==> config.mk <==
export PLATFORM = sky130hd
export DESIGN_NAME = pulse_select_rx
export DESIGN_NICKNAME = d
export VERILOG_FILES = /design/src/rtl/psr_pkg.sv /design/src/rtl/psr_run_meter.sv /design/src/rtl/psr_classify.sv /design/src/rtl/psr_pointer.sv /design/src/rtl/psr_commit.sv /design/src/rtl/pulse_select_rx.sv
export SDC_FILE = /design/constraint.sdc
export NUM_CORES = 1
export LEC_CHECK = 0
export ABC_AREA = 1
export CORE_MARGIN = 2
export CORE_UTILIZATION = 37
export CTS_BUF_LIST = sky130_fd_sc_hd__clkbuf_4 sky130_fd_sc_hd__clkbuf_8
export DETAILED_ROUTE_END_ITERATION = 10
export PLACE_DENSITY = 0.61
export SYNTH_ARGS = -nofsm -noshare
export SYNTH_HDL_FRONTEND = slang
export SYNTH_SLANG_ARGS = --single-unit
==> constraint.sdc <==
create_clock -name clk_i -period 2.3 [get_ports clk_i]
set_input_delay 0.23 -clock clk_i [delete_from_list [all_inputs] [get_ports clk_i]]
set_output_delay 0.23 -clock clk_i [all_outputs]
set_load 0.005 [all_outputs]
==> src/rtl/psr_pkg.sv <==
package psr_pkg;

  typedef enum logic [1:0] {
    ST_IDLE  = 2'd0,
    ST_ARMED = 2'd1,
    ST_COUNT = 2'd2,
    ST_COMMIT = 2'd3
  } rx_state_e;

  typedef enum logic [2:0] {
    PC_NONE   = 3'd0,
    PC_FRAME  = 3'd1,
    PC_STEP   = 3'd2,
    PC_BADHI  = 3'd3,
    PC_LONGLO = 3'd4
  } pulse_class_e;

endpackage

==> src/rtl/psr_run_meter.sv <==
module psr_run_meter #(
  parameter int LONG_CYCLES = 8,
  parameter int RW = $clog2(LONG_CYCLES + 1)
) (
  input  logic          clk_i,
  input  logic          rst_i,
  input  logic          line_i,
  output logic          lvl_o,
  output logic [RW-1:0] run_o
);
  localparam logic [RW-1:0] RUN_SAT = RW'(LONG_CYCLES);
  localparam logic [RW-1:0] RUN_ONE = RW'(1);

  logic          lvl_q;
  logic [RW-1:0] run_q;

  // run_q counts consecutive samples at lvl_q, saturating at LONG_CYCLES
  always_ff @(posedge clk_i) begin
    if (rst_i) begin
      lvl_q <= 1'b0;
      run_q <= '0;
    end else if (line_i != lvl_q) begin
      lvl_q <= line_i;
      run_q <= RUN_ONE;
    end else if (run_q != RUN_SAT) begin
      run_q <= run_q + RUN_ONE;
    end
  end

  assign lvl_o = lvl_q;
  assign run_o = run_q;

  assert_run_bound_R2: assert property (@(posedge clk_i) disable iff (rst_i)
    run_q <= RUN_SAT);

  assert_run_restart_R2: assert property (@(posedge clk_i) disable iff (rst_i)
    (line_i != lvl_q) |=> (run_q == RUN_ONE));

endmodule

==> src/rtl/psr_classify.sv <==
module psr_classify
  import psr_pkg::*;
#(
  parameter int MIN_CYCLES  = 2,
  parameter int SHORT_MAX   = 4,
  parameter int LONG_CYCLES = 8,
  parameter int RW = $clog2(LONG_CYCLES + 1)
) (
  input  logic          line_i,
  input  logic          lvl_i,
  input  logic [RW-1:0] run_i,
  output pulse_class_e  cls_o
);
  localparam logic [RW-1:0] W_MIN  = RW'(MIN_CYCLES);
  localparam logic [RW-1:0] W_SMAX = RW'(SHORT_MAX);
  localparam logic [RW-1:0] W_LONG = RW'(LONG_CYCLES);
  localparam logic [RW-1:0] W_LAST = RW'(LONG_CYCLES - 1);

  always_comb begin
    cls_o = PC_NONE;
    if (lvl_i && !line_i) begin
      // a high pulse just ended; run_i holds its width
      if (run_i >= W_LONG)
        cls_o = PC_FRAME;
      else if (run_i >= W_MIN && run_i <= W_SMAX)
        cls_o = PC_STEP;
      else
        cls_o = PC_BADHI;
    end else if (!lvl_i && !line_i && run_i == W_LAST) begin
      // this edge samples the LONG_CYCLES-th low cycle
      cls_o = PC_LONGLO;
    end
  end

endmodule

==> src/rtl/psr_pointer.sv <==
module psr_pointer #(
  parameter int N = 4
) (
  input  logic         clk_i,
  input  logic         rst_i,
  input  logic         clr_i,
  input  logic         step_i,
  output logic [N-1:0] ptr_o,
  output logic         full_o
);
  logic [N-1:0] ptr_q;

  always_ff @(posedge clk_i) begin
    if (rst_i || clr_i)
      ptr_q <= '0;
    else if (step_i) begin
      if (ptr_q == '0)
        ptr_q <= {{(N-1){1'b0}}, 1'b1};
      else
        ptr_q <= ptr_q << 1;
    end
  end

  assign ptr_o  = ptr_q;
  assign full_o = ptr_q[N-1];

  assert_ptr_onehot_R3: assert property (@(posedge clk_i) disable iff (rst_i)
    $onehot0(ptr_q));

  assert_ptr_shift_R3: assert property (@(posedge clk_i) disable iff (rst_i)
    (step_i && !clr_i && ptr_q != '0 && !ptr_q[N-1]) |=> (ptr_q == ($past(ptr_q) << 1)));

  assert_ptr_first_R3: assert property (@(posedge clk_i) disable iff (rst_i)
    (step_i && !clr_i && ptr_q == '0) |=> (ptr_q == {{(N-1){1'b0}}, 1'b1}));

endmodule

==> src/rtl/psr_commit.sv <==
module psr_commit #(
  parameter int N = 4
) (
  input  logic         clk_i,
  input  logic         rst_i,
  input  logic         load_i,
  input  logic [N-1:0] val_i,
  output logic [N-1:0] sel_o,
  output logic [N-1:0] strobe_o
);
  logic [N-1:0] sel_q;
  logic [N-1:0] stb_q;

  for (genvar i = 0; i < N; i++) begin : g_line
    always_ff @(posedge clk_i) begin
      if (rst_i) begin
        sel_q[i] <= 1'b0;
        stb_q[i] <= 1'b0;
      end else begin
        stb_q[i] <= load_i & val_i[i];
        if (load_i)
          sel_q[i] <= val_i[i];
      end
    end
  end

  assign sel_o    = sel_q;
  assign strobe_o = stb_q;

  assert_strobe_single_R5: assert property (@(posedge clk_i) disable iff (rst_i)
    (stb_q != '0) |=> (stb_q == '0));

  assert_strobe_matches_R5: assert property (@(posedge clk_i) disable iff (rst_i)
    (stb_q != '0) |-> (stb_q == sel_q));

  assert_sel_onehot_R4: assert property (@(posedge clk_i) disable iff (rst_i)
    $onehot0(sel_q));

endmodule

==> src/rtl/pulse_select_rx.sv <==
module pulse_select_rx
  import psr_pkg::*;
#(
  parameter int N           = 4,
  parameter int MIN_CYCLES  = 2,
  parameter int SHORT_MAX   = 4,
  parameter int LONG_CYCLES = 8
) (
  input  logic         clk_i,
  input  logic         rst_i,
  input  logic         line_i,
  output logic [N-1:0] sel_o,
  output logic [N-1:0] strobe_o,
  output logic         err_o
);
  localparam int RW = $clog2(LONG_CYCLES + 1);

  initial begin
    if (N < 2 || MIN_CYCLES < 1 || SHORT_MAX < MIN_CYCLES || LONG_CYCLES <= SHORT_MAX + 1)
      $error("pulse_select_rx: inconsistent width parameters");
  end

  logic          lvl;
  logic [RW-1:0] run;
  pulse_class_e  cls;
  logic [N-1:0]  ptr;
  logic          ptr_full;

  rx_state_e state_q, state_d;
  logic      err_q;
  logic      ptr_clr, ptr_step, err_set, err_clr, do_load;

  psr_run_meter #(.LONG_CYCLES(LONG_CYCLES), .RW(RW)) meter_i (
    .clk_i (clk_i),
    .rst_i (rst_i),
    .line_i(line_i),
    .lvl_o (lvl),
    .run_o (run)
  );

  psr_classify #(
    .MIN_CYCLES(MIN_CYCLES), .SHORT_MAX(SHORT_MAX),
    .LONG_CYCLES(LONG_CYCLES), .RW(RW)
  ) classify_i (
    .line_i(line_i),
    .lvl_i (lvl),
    .run_i (run),
    .cls_o (cls)
  );

  psr_pointer #(.N(N)) pointer_i (
    .clk_i (clk_i),
    .rst_i (rst_i),
    .clr_i (ptr_clr),
    .step_i(ptr_step),
    .ptr_o (ptr),
    .full_o(ptr_full)
  );

  psr_commit #(.N(N)) commit_i (
    .clk_i   (clk_i),
    .rst_i   (rst_i),
    .load_i  (do_load),
    .val_i   (ptr),
    .sel_o   (sel_o),
    .strobe_o(strobe_o)
  );

  always_comb begin
    state_d  = state_q;
    ptr_clr  = 1'b0;
    ptr_step = 1'b0;
    err_set  = 1'b0;
    err_clr  = 1'b0;
    do_load  = 1'b0;
    unique case (state_q)
      ST_IDLE: begin
        if (cls == PC_FRAME) begin
          state_d = ST_ARMED;
          ptr_clr = 1'b1;
          err_clr = 1'b1;
        end
      end
      ST_ARMED: begin
        unique case (cls)
          PC_FRAME: begin
            ptr_clr = 1'b1;
            err_clr = 1'b1;
          end
          PC_STEP: begin
            ptr_step = 1'b1;
            state_d  = ST_COUNT;
          end
          PC_BADHI, PC_LONGLO: begin
            err_set = 1'b1;
            ptr_clr = 1'b1;
            state_d = ST_IDLE;
          end
          default: ;
        endcase
      end
      ST_COUNT: begin
        unique case (cls)
          PC_FRAME: begin
            ptr_clr = 1'b1;
            err_clr = 1'b1;
            state_d = ST_ARMED;
          end
          PC_STEP: begin
            if (ptr_full) begin
              err_set = 1'b1;
              ptr_clr = 1'b1;
              state_d = ST_IDLE;
            end else begin
              ptr_step = 1'b1;
            end
          end
          PC_BADHI: begin
            err_set = 1'b1;
            ptr_clr = 1'b1;
            state_d = ST_IDLE;
          end
          PC_LONGLO: state_d = ST_COMMIT;
          default: ;
        endcase
      end
      ST_COMMIT: begin
        do_load = 1'b1;
        ptr_clr = 1'b1;
        state_d = ST_IDLE;
      end
      default: state_d = ST_IDLE;
    endcase
  end

  always_ff @(posedge clk_i) begin
    if (rst_i) begin
      state_q <= ST_IDLE;
      err_q   <= 1'b0;
    end else begin
      state_q <= state_d;
      if (err_set)
        err_q <= 1'b1;
      else if (err_clr)
        err_q <= 1'b0;
    end
  end

  assign err_o = err_q;

  assert_sel_hold_R9: assert property (@(posedge clk_i) disable iff (rst_i)
    (state_q != ST_COMMIT) |=> $stable(sel_o));

  assert_commit_nonzero_R4: assert property (@(posedge clk_i) disable iff (rst_i)
    (state_q == ST_COMMIT) |-> (ptr != '0));

  assert_err_idle_R6: assert property (@(posedge clk_i) disable iff (rst_i)
    $rose(err_o) |-> (state_q == ST_IDLE));

  assert_err_sticky_R10: assert property (@(posedge clk_i) disable iff (rst_i)
    (err_o && state_q == ST_IDLE && line_i == lvl) |=> err_o);

endmodule

==> metrics.md, run 1 <==
| Metric | Value |
|---|---|
| Post-CTS Resized | 0 |
| Rel. slew slack | ~77% |
| Final Hold Fails | 0 |
| Final Cycle Share | a little under three quarters |
| Fin area | about 1300 um2 |
| Vias in the first global route | roughly 950 |
| Fin crit period | 1.63 ns |
| Final hold slack | around 0.47 ns |
| Mapped Cells | around 160 |
| Cts hold-fix bufs | 0 |
| Setup WS pre-CTS | 0.346 ns |
| First-pass GRT wire length | 3.86 mm |
| Clock sink count | 20 |
| Max VDD drop | between 300 and 400 uV |
| CTS tree | yes |
| Post-CTS setup buffer count | 0 |
| Power Density | just under 700 nW/um2 |
| WP data arrival | approximately 1.8 ns |
| CTS Buf Count | 3 |
| Boundary Pins | 12 |
| Tot GR Track Use | 14.5% |
| Outcome | complete, but fails checks |
| CP Capture Type | register |
| Die Y | 58.8 um |
| Worst Max-Slew Pin Slew | between 0.3 and 0.4 ns |
| Max-cap check violation count | 0 |
| Ant diodes | 0 |
| Yosys warns | 0 |
| Area delta synth->final | 16.2% |
| Syn_nets | between 150 and 200 |
| Worst skew pair latency | around 0.31 ns |
| Final Net Count | about 190 |
| Post-place instance area | about 1300 um2 |
| Clock skew | 0.00476 ns |
| Site row count | 19 |
| DR vias/cell | 4.72 |
| WL/cell | roughly 11 um |
| Mapped Avg Cell Area | around 7 um2 |
| HP Class | register to register |
| FF+latch count, synth | 20 |
| Final WL | ~2.1 mm |
| Core ar. | about 2800 um2 |
| Finished Core Util | between 40% and 50% |
| Dpl hpwl | 1.70 mm |
| Failing checks | DRC |
| Setup CP Type | input port to register |
| Worst Setup Slack, final | 0.670 ns |
| Cell Area, Synth | roughly 1100 um2 |
| GP Congestion | about 0.78 |
| Max Transition Viols Final | 0 |
| Initial Utilization | 39.6% |
| CP required | 2.51 ns |
| DRT antenna net count | 0 |
| Initial antenna violation count | 0 |
| CTS max path bufs | 2 |
| Starting DRT DRC Count | 26 |
| P_leak | around 0.56 nW |
| Largest net degree at the start of global routing | 12 |
| H-Tree Depth | 1 |
| CTS clock-pin slew for the worst setup and hold paths | around 0.10 ns |
| Die area | about 3500 um2 |
| Sequential fraction of the synthesis area | 36.0% |
| RSZ-0062 raised after global routing | false |
| Number of port buffers | 11 |
| Final setup vio count | 0 |
| Drc violations | 4 |
| Setup crit start kind | input port |
| Distinct cells, synth | 21 |
| Final setup TNS | 0 ns |
| Max FO, Critical Path | 6 |
| Routed via count | around 960 |
| Root Driver | clkbuf_4 |
| GRT overflow | 0 |
| Max Fclk | just over 600 MHz |
| Drt first pass iters | 7 |
| Die X-Extent | 58.8 um |
| Layout cells sized above 1 | 11.6% |
==> flip-flops by register name (all words and copies together) (netlist names) <==
signal and cells:
commit_i.sel_o 4, commit_i.strobe_o 4, err_o 1, meter_i.lvl_o 1, meter_i.run_o 4, pointer_i.ptr_o 4
state_q 2
==> synthesized netlist by cell type <==
master    number  area [um2]
a211oi_1       1        7.51
a21oi_1        7        35.0
a21oi_2        1        8.76
buf_2          1        5.00
dfxtp_1       20         400
ha_1           9         113
inv_1         27         101
inv_2          2        7.51
nand2_1       37         139
nand2_2        5        31.3
nand3_1        6        30.0
nand3_2        3        30.0
nand4_1        2        12.5
nor2_1        18        67.6
nor2_2         2        12.5
nor2_4         3        33.8
nor3_1         1        5.00
o21a_1         1        7.51
o21ai_0        5        25.0
o21ai_1        6        30.0
xnor2_1        1        8.76
==> where the power goes <==
part / internal [mW] / total [mW] / switching [mW] / leakage, nW
Combinational: 0.103 / 0.277 / 0.174 / 0.377
Clock: 0.0967 / 0.204 / 0.108 / 0.0210
Sequential: 0.367 / 0.388 / 0.0206 / 0.162
==> placed cells by master, fill, tap and decap left out, types with 6 or more instances in the layout <==
master,instances
dfxtp_1,20
a21oi_1,7
o21ai_1,6
nand3_1,6
nor2_1,18
inv_1,27
ha_1,9
nand2_1,37
clkdlybuf4s50_1,11
==> logic make-up (layout without fill, tap and decap cells) <==
| kind of cell | Yosys count | in the layout | share of synthesized area (%) |
|---|---|---|---|
| AOI/OAI and AO/OA | 21 | 21 | 10.2 |
| xor gates and xnor gates | 1 | 1 | 0.788 |
| adders and majority gates | 9 | 9 | 10.1 |
| buffers and inverters | 30 | 44 | 10.2 |
| DFF | 20 | 20 | 36.0 |
| and+or+nand+nor | 77 | 77 | 32.5 |
==> layer usage <==
layer,share of wire [%],up-vias,GRT usage [%],routed length [um]
li1,-,515,-,-
met1,46,423,16.0,982
met2,48,17,26.0,1030
met3,4.7,4,4.18,101
met4,1.5,0,5.52,33
met5,0,-,0,0
==> metrics by stage <==
step / cells / power (mW)
after floorplan: 158 / 0.614
after detailed placement: 199 / 0.673
final: 203 / 0.869
after CTS: 203 / 0.878
after global routing: 203 / 0.934
after global placement: 199 / 0.661
==> final cells by class <==
class,instances,area (um2)
repair buffers,11,110
multi-input cells,108,597
fillers,311,1510
well taps,31,38.8
flip-flops and latches,20,400
clock buffers,4,36.3
inverters,29,109
==> worst paths after layout <==
check,start,to,slack (ns),cells after the start
hold / removal,commit_i.sel_o[2],commit_i.sel_o[2],0.47,2
hold reg to reg,commit_i.sel_o[2],commit_i.sel_o[2],0.47,2
setup / recovery,line_i,state_q[0],0.67,11
setup reg to reg,meter_i.lvl_o,state_q[0],0.72,10
==> worst max-delay path, stage by stage <==
cell,delay (ns)
clkdlybuf4s50_1,0.45
inv_1,0.07
ha_1,0.29
nor2_1,0.20
nand3_2,0.14
nand2_1,0.09
nand3_2,0.09
nor2_4,0.11
nand2_1,0.06
nand2_1,0.05
nor2_1,0.04
Note: power is estimated with default switching activity, not from simulation.
==> run 2: changes to the inputs <==
Settings changed: PLACE_DENSITY 0.61 to 0.63.
Clock period 2.3 ns to 1.49 ns, I/O delays scaled along.
==> run 2 against run 1 <==
- the run still ends with DRC left
- combinational power up 90%
- wire length up 5.0%
- clock skew fell by 0.0040 ns
- critical path depth down 1
- sequential share of layout area down 2.9 points
- clock power rose by 120%
- count of clock-buffer cells in the layout fell by 1
- register-to-register slack got worse by 0.62 ns
- flip-flop and latch count did not move
- worst setup slack got worse by 0.57 ns
- first-iteration DRC count up 3.8%
- critical path type is now register to register
==> metrics.md, run 2 (same netlist as run 1, synthesis figures left out) <==
| Metric | Value |
|---|---|
| Max Fclk | around 700 MHz |
| Clock share of power | 28.9% (+5.4 points) |
| Worst skew pair latency | 0.31 ns (about the same) |
| Rel. slew slack | 82.8% (+6.2 points) |
| Failing checks | DRC |
| Most frequent cells in the layout | nand2_1, inv_1, nor2_1 |
| CTS Buf Count | 3 (unchanged) |
| Dpl cells | 205 (+3.0%) |
| Cts hold-fix bufs | 0 (unchanged) |
| Largest net degree at the start of global routing | 13 (+1) |
| Dpl hpwl | 1.68 mm (-1.2%) |
| Combinational cell fraction of total power | 33.2% (+1.3 points) |
| Setup crit start kind | register |
| DRT antenna net count | 0 (unchanged) |
| Fillcell total | 263 (-15%) |
| RSZ-0062 raised after global routing | true |
| Number of port buffers | 11 (unchanged) |
| Site row count | 19 (unchanged) |
| First-pass GRT wire length | 3.92 mm (+1.6%) |
| HP Class | register to register |
| CTS clock-pin slew for the worst setup and hold paths | 0.12 ns (+0.02 ns) |
| Final Cycle Share | ~93% |
| Final setup vio count | 0 (unchanged) |
| DR vias/cell | 4.73 (+0.22%) |
| Area delta synth->final | 30.0% |
| Die X-Extent | 58.8 um (unchanged) |
| Final Hold Fails | 0 (unchanged) |
| CP required | 1.71 ns (-0.80 ns) |
| Drc violations | 3 (-1) |
| Core ar. | 2810 um2 (unchanged) |
| Layout cells sized above 1 | 23.9% (+12 points) |
| Reg power frac | 37.9% (-6.7 points) |
| CP Capture Type | register |
| Power Density | 1100 nW/um2 (+63%) |
| Max Transition Viols Final | 0 (unchanged) |
| Max-cap check violation count | 0 (unchanged) |
| Boundary Pins | 12 (unchanged) |
| WP data arrival | 1.61 ns (-0.23 ns) |
| Final Net Count | 193 (+4.3%) |
| Final WL | 2.26 mm (+5.0%) |
| Initial Utilization | 39.6% (unchanged) |
| Die area | 3460 um2 (unchanged) |
| Tot GR Track Use | 14.9% (+0.39 points) |
| GP Congestion | 0.799 (+2.0%) |
| Worst Setup Slack, final | 0.101 ns (-0.569 ns) |
| Root Driver | clkbuf_4 |
| Routed via count | 999 (+4.2%) |
| Max FO, Critical Path | 4 (-2) |
| Worst Max-Slew Pin Slew | 0.258 ns (-0.0923 ns) |
| Drt first pass iters | 7 (unchanged) |
| Setup CP Type | register to register |
| Die Y | 58.8 um (unchanged) |
| Clock sink count | 20 (unchanged) |
| Commonest non-fill, non-tap cell in the layout | nand2_1 |
| GRT overflow | 0 (unchanged) |
| Outcome | complete, but fails checks |
| Max VDD drop | 549 uV (+78%) |
| CTS max path bufs | 2 (unchanged) |
| Fin crit period | ~1.4 ns |
| Net Sw Frac | 33.5% (-1.3 points) |
| Starting DRT DRC Count | 27 (+3.8%) |
| Vias in the first global route | 927 (-2.1%) |
| Clock skew | 0.000752 ns (-0.00401 ns) |
| Non-filler cells, final | 211 (+3.9%) |
| Switching Power | 0.530 mW (+75%) |
| Int Pwr | 1.05 mW (+86%) |
| Setup WS pre-CTS | -0.330 ns (-0.676 ns) |
| Ant diodes | 0 (unchanged) |
| H-Tree Depth | 1 (unchanged) |
| WL/cell | 10.7 um (+1.0%) |
| Pwr Total | 1.58 mW (+82%) |
| P_leak | 0.620 nW (+11%) |
| CTS tree | yes |
| Initial antenna violation count | 0 (unchanged) |
run 2: cell types whose count changed in the layout (fill, tap and decap cells not counted), moves of 2 or more:
cell	before	now
dfxtp_1	20	16
inv_2	2	4
nand2_1	37	34
nand2_4	0	2
buf_4	0	8
ha_4	0	3
dfxtp_2	0	4
ha_1	9	5
inv_1	27	25
run 2: path summary, 6_finish.rpt:
kind                startpoint                 to  slack [ns]  depth (start not counted)
max              meter_i.lvl_o         state_q[0]        0.10                         10
min          commit_i.sel_o[2]  commit_i.sel_o[2]        0.47                          2
max reg2reg      meter_i.lvl_o         state_q[0]        0.10                         10
min reg2reg  commit_i.sel_o[2]  commit_i.sel_o[2]        0.47                          2
run 2: worst max-delay path, cell delays in order, from the launching register on:
cell	delay (ns)
dfxtp_2	0.39
ha_4	0.18
inv_2	0.05
nor2_4	0.12
nand3_1	0.13
nand2_2	0.13
nor2_4	0.05
nor2_4	0.12
nand2_1	0.06
nand2_1	0.05
nor2_1	0.04
run 2: routing by layer:
| metal | vias up | share of wire (%) | global-route usage, % |
|---|---|---|---|
| met5 | - | 0 | 0 |
| met4 | 0 | 2.3 | 7.79 |
| li1 | 534 | - | - |
| met1 | 427 | 44 | 17.8 |
| met2 | 31 | 49 | 25.2 |
| met3 | 7 | 5.1 | 2.64 |
run 2: repair_timing:
| action | 4_1_cts | 5_1_grt |
|---|---|---|
| buffers inserted | 1 | 1 |
| pin swaps | 1 | 5 |
| gates resized for setup | 4 | 17 |
| endpoints found under the setup margin | 7 | 7 |
| hold endpoints to repair | 0 | 0 |
run 2: power groups by stage:
stage,Clock [mW],Combinational [mW],Sequential [mW]
final,0.457,0.526,0.600
after global routing,0.492,0.596,0.604
after CTS,0.461,0.481,0.592
after detailed placement,0,0.465,0.602
after global placement,0,0.454,0.599
after floorplan,0,0.345,0.603
run 2: stage by stage:
step	instance area [um2]	TNS [ns]	hold WS (ns)	util, %
2_1_floorplan	1110	0	0.343	-
3_3_place_gp	1300	-1.83	0.451	46.3
3_5_place_dp	1300	-2.35	0.451	46.3
4_1_cts	1380	0	0.470	49.1
5_1_grt	1440	-0.0368	0.491	51.5
6_report	1440	0	0.467	51.5
run 2: area by class of cell:
class	count	area (um2)	share of cell area, %
Sequential cell	20	405	28.1
Clock buffer	3	22.5	1.56
Multi-Input combinational cell	108	668	46.3
Inverter	29	109	7.54
Tap cell	31	38.8	2.69
Timing Repair Buffer	19	170	11.8
Clock inverter	1	30.0	2.08
==> run 3: changes to the inputs <==
Settings changed: PLACE_DENSITY 0.63 to default, PLACE_DENSITY_LB_ADDON from default to 0.12.
==> run 3 against run 2 <==
- the run still ends with DRC left
- total power decreased by 6.7%
- combinational power increased by 7.0%
- global-route usage increased by 0.37 points
- critical path depth unchanged
- die area unchanged
- wire length increased by 6.2%
- sequential share of layout area decreased by 0.33 points
- worst setup slack got worse by 0.017 ns
- critical path type unchanged
==> metrics.md, run 3 (same netlist as run 1, synthesis figures left out) <==
| Metric | Value |
|---|---|
| Drc violations | 1 (-2) |
| Final Net Count | 195 (+1.0%) |
| Final Hold Fails | 0 (unchanged) |
| Max FO, Critical Path | 8 (+4) |
| Die area | 3460 um2 (unchanged) |
| Finished Core Util | 52.4% (+0.94 points) |
| Die X-Extent | 58.8 um (unchanged) |
| Starting DRT DRC Count | 36 (+33%) |
| Top Usage Layer GRT | met2 |
| Initial antenna violation count | 0 (unchanged) |
| Final setup vio count | 0 (unchanged) |
| Die Y | 58.8 um (unchanged) |
| Ant diodes | 0 (unchanged) |
| Worst skew pair latency | 0.30 ns (about the same) |
| P_leak | 0.628 nW (+1.3%) |
| Commonest non-fill, non-tap cell in the layout | nand2_1 |
| Clock sink count | 20 (unchanged) |
| WL/cell | 11.3 um (+5.2%) |
| Area delta synth->final | 32.3% |
| DRT antenna net count | 0 (unchanged) |
| Dpl hpwl | 1.83 mm (+8.8%) |
| Setup CP Type | register to register |
| Max VDD drop | 648 uV (+18%) |
| Max-cap check violation count | 0 (unchanged) |
| CTS Buf Count | 3 (unchanged) |
| CP required | 1.73 ns (+0.02 ns) |
| Clock skew | 0.00540 ns (+0.00465 ns) |
| DR vias/cell | 4.81 (+1.5%) |
| Grt met3 use | 3.96% (+1.3 points) |
| Largest net degree at the start of global routing | 12 (-1) |
| Worst Max-Slew Pin Slew | 0.254 ns (-0.00433 ns) |
| Fin crit period | 1.41 ns (+0.0173 ns) |
| CTS tree | yes |
| Drt first pass iters | 7 (unchanged) |
| Layout cells sized above 1 | 27.5% (+3.6 points) |
| CTS max path bufs | 2 (unchanged) |
| Routed via count | 1024 (+2.5%) |
| GRT met2 Usage | 27.3% (+2.1 points) |
| Max Transition Viols Final | 0 (unchanged) |
| Tot GR Track Use | 15.3% (+0.37 points) |
| Root Driver | clkbuf_4 |
| H-Tree Depth | 1 (unchanged) |
| Site row count | 19 (unchanged) |
| GP Congestion | 0.845 (+5.7%) |
| Boundary Pins | 12 (unchanged) |
| WP data arrival | 1.65 ns (+0.04 ns) |
| CP Capture Type | register |
| Setup crit start kind | register |
| Dpl cells | 207 (+0.98%) |
| CTS clock-pin slew for the worst setup and hold paths | 0.11 ns (about the same) |
| Non-filler cells, final | 213 (+0.95%) |
| Vias in the first global route | 974 (+5.1%) |
| Met1 usage | 18.0% (+0.13 points) |
| First-pass GRT wire length | 4.08 mm (+4.0%) |
| Final WL | 2.40 mm (+6.2%) |
| Max Fclk | 711 MHz (-1.2%) |
| Number of port buffers | 11 (unchanged) |
| HP Class | register to register |
| Pwr Total | 1.48 mW (-6.7%) |
| Core ar. | 2810 um2 (unchanged) |
| Rel. slew slack | 83.1% (+0.31 points) |
| GRT overflow | 0 (unchanged) |
| RSZ-0062 raised after global routing | true |
| Outcome | complete, but fails checks |
| Final setup TNS | 0 ns (unchanged) |
| Most frequent cells in the layout | nand2_1, inv_1, nor2_1 |
| Power Density | 1000 nW/um2 (-8.3%) |
| Final hold slack | 0.470 ns (+0.00259 ns) |
| Failing checks | DRC |
| Final Cycle Share | 94.4% (+1.2 points) |
| Initial Utilization | 39.6% (unchanged) |
==> run 3: changes by cell type in the layout (fill, tap and decap cells not counted), sizes merged <==
cell,delta
buf,+2
bufinv,-1
clkbuf,+1
==> run 3: what timing repair did <==
action,4_1_cts,5_1_grt
cloned,0,0
setup endpoints to repair,4,7
gates resized for setup,4,25
setup buffers,0,2
pin swaps,0,9
hold buffers,0,0
==> run 3: path summary, 6_finish.rpt <==
check / start / endpoint / slack, ns / depth (start not counted)
worst max register to register: meter_i.run_o[1] / pointer_i.ptr_o[1] / 0.08 / 10
worst min register to register: commit_i.sel_o[0] / commit_i.sel_o[0] / 0.47 / 2
worst min-delay path: commit_i.sel_o[0] / commit_i.sel_o[0] / 0.47 / 2
worst max-delay path: meter_i.run_o[1] / pointer_i.ptr_o[1] / 0.08 / 10
==> run 3: per-stage QoR <==
stage	setup WS, ns	area (um2)
after floorplan	0.126	1110
after global placement	-0.267	1320
after detailed placement	-0.322	1320
after CTS	0.00350	1360
after global routing	-0.00931	1470
final	0.0841	1470
==> run 3: report_power, final <==
group          leakage, nW  internal, mW  switching [mW]  total [mW]
Clock               0.0210         0.149           0.165       0.314
Combinational        0.444         0.234           0.329       0.563
Sequential           0.164         0.570          0.0299       0.600
==> run 3: area by class of cell <==
cell class              count  area [um2]
well taps                  31        38.8
inverters                  29         109
repair buffers             21         185
multi-input cells         108         693
flip-flops and latches     20         408
fillers                   277        1340
clock buffers               4        36.3
==> run 3: routing by layer <==
layer,share of wire (%),routed length [um]
met1,43,1040
met2,52,1240
met3,3.6,87
met4,1.4,33
met5,0,0
==> run 3: worst max-delay path, stage by stage, from the launching register on <==
cell     delay (ns)
dfxtp_2        0.36
inv_1          0.08
ha_2           0.19
nand2_2        0.08
nand2_4        0.12
nand3_4        0.10
nand2_2        0.09
nand2_4        0.08
o21ai_2        0.12
inv_1          0.05
nor2_1         0.09
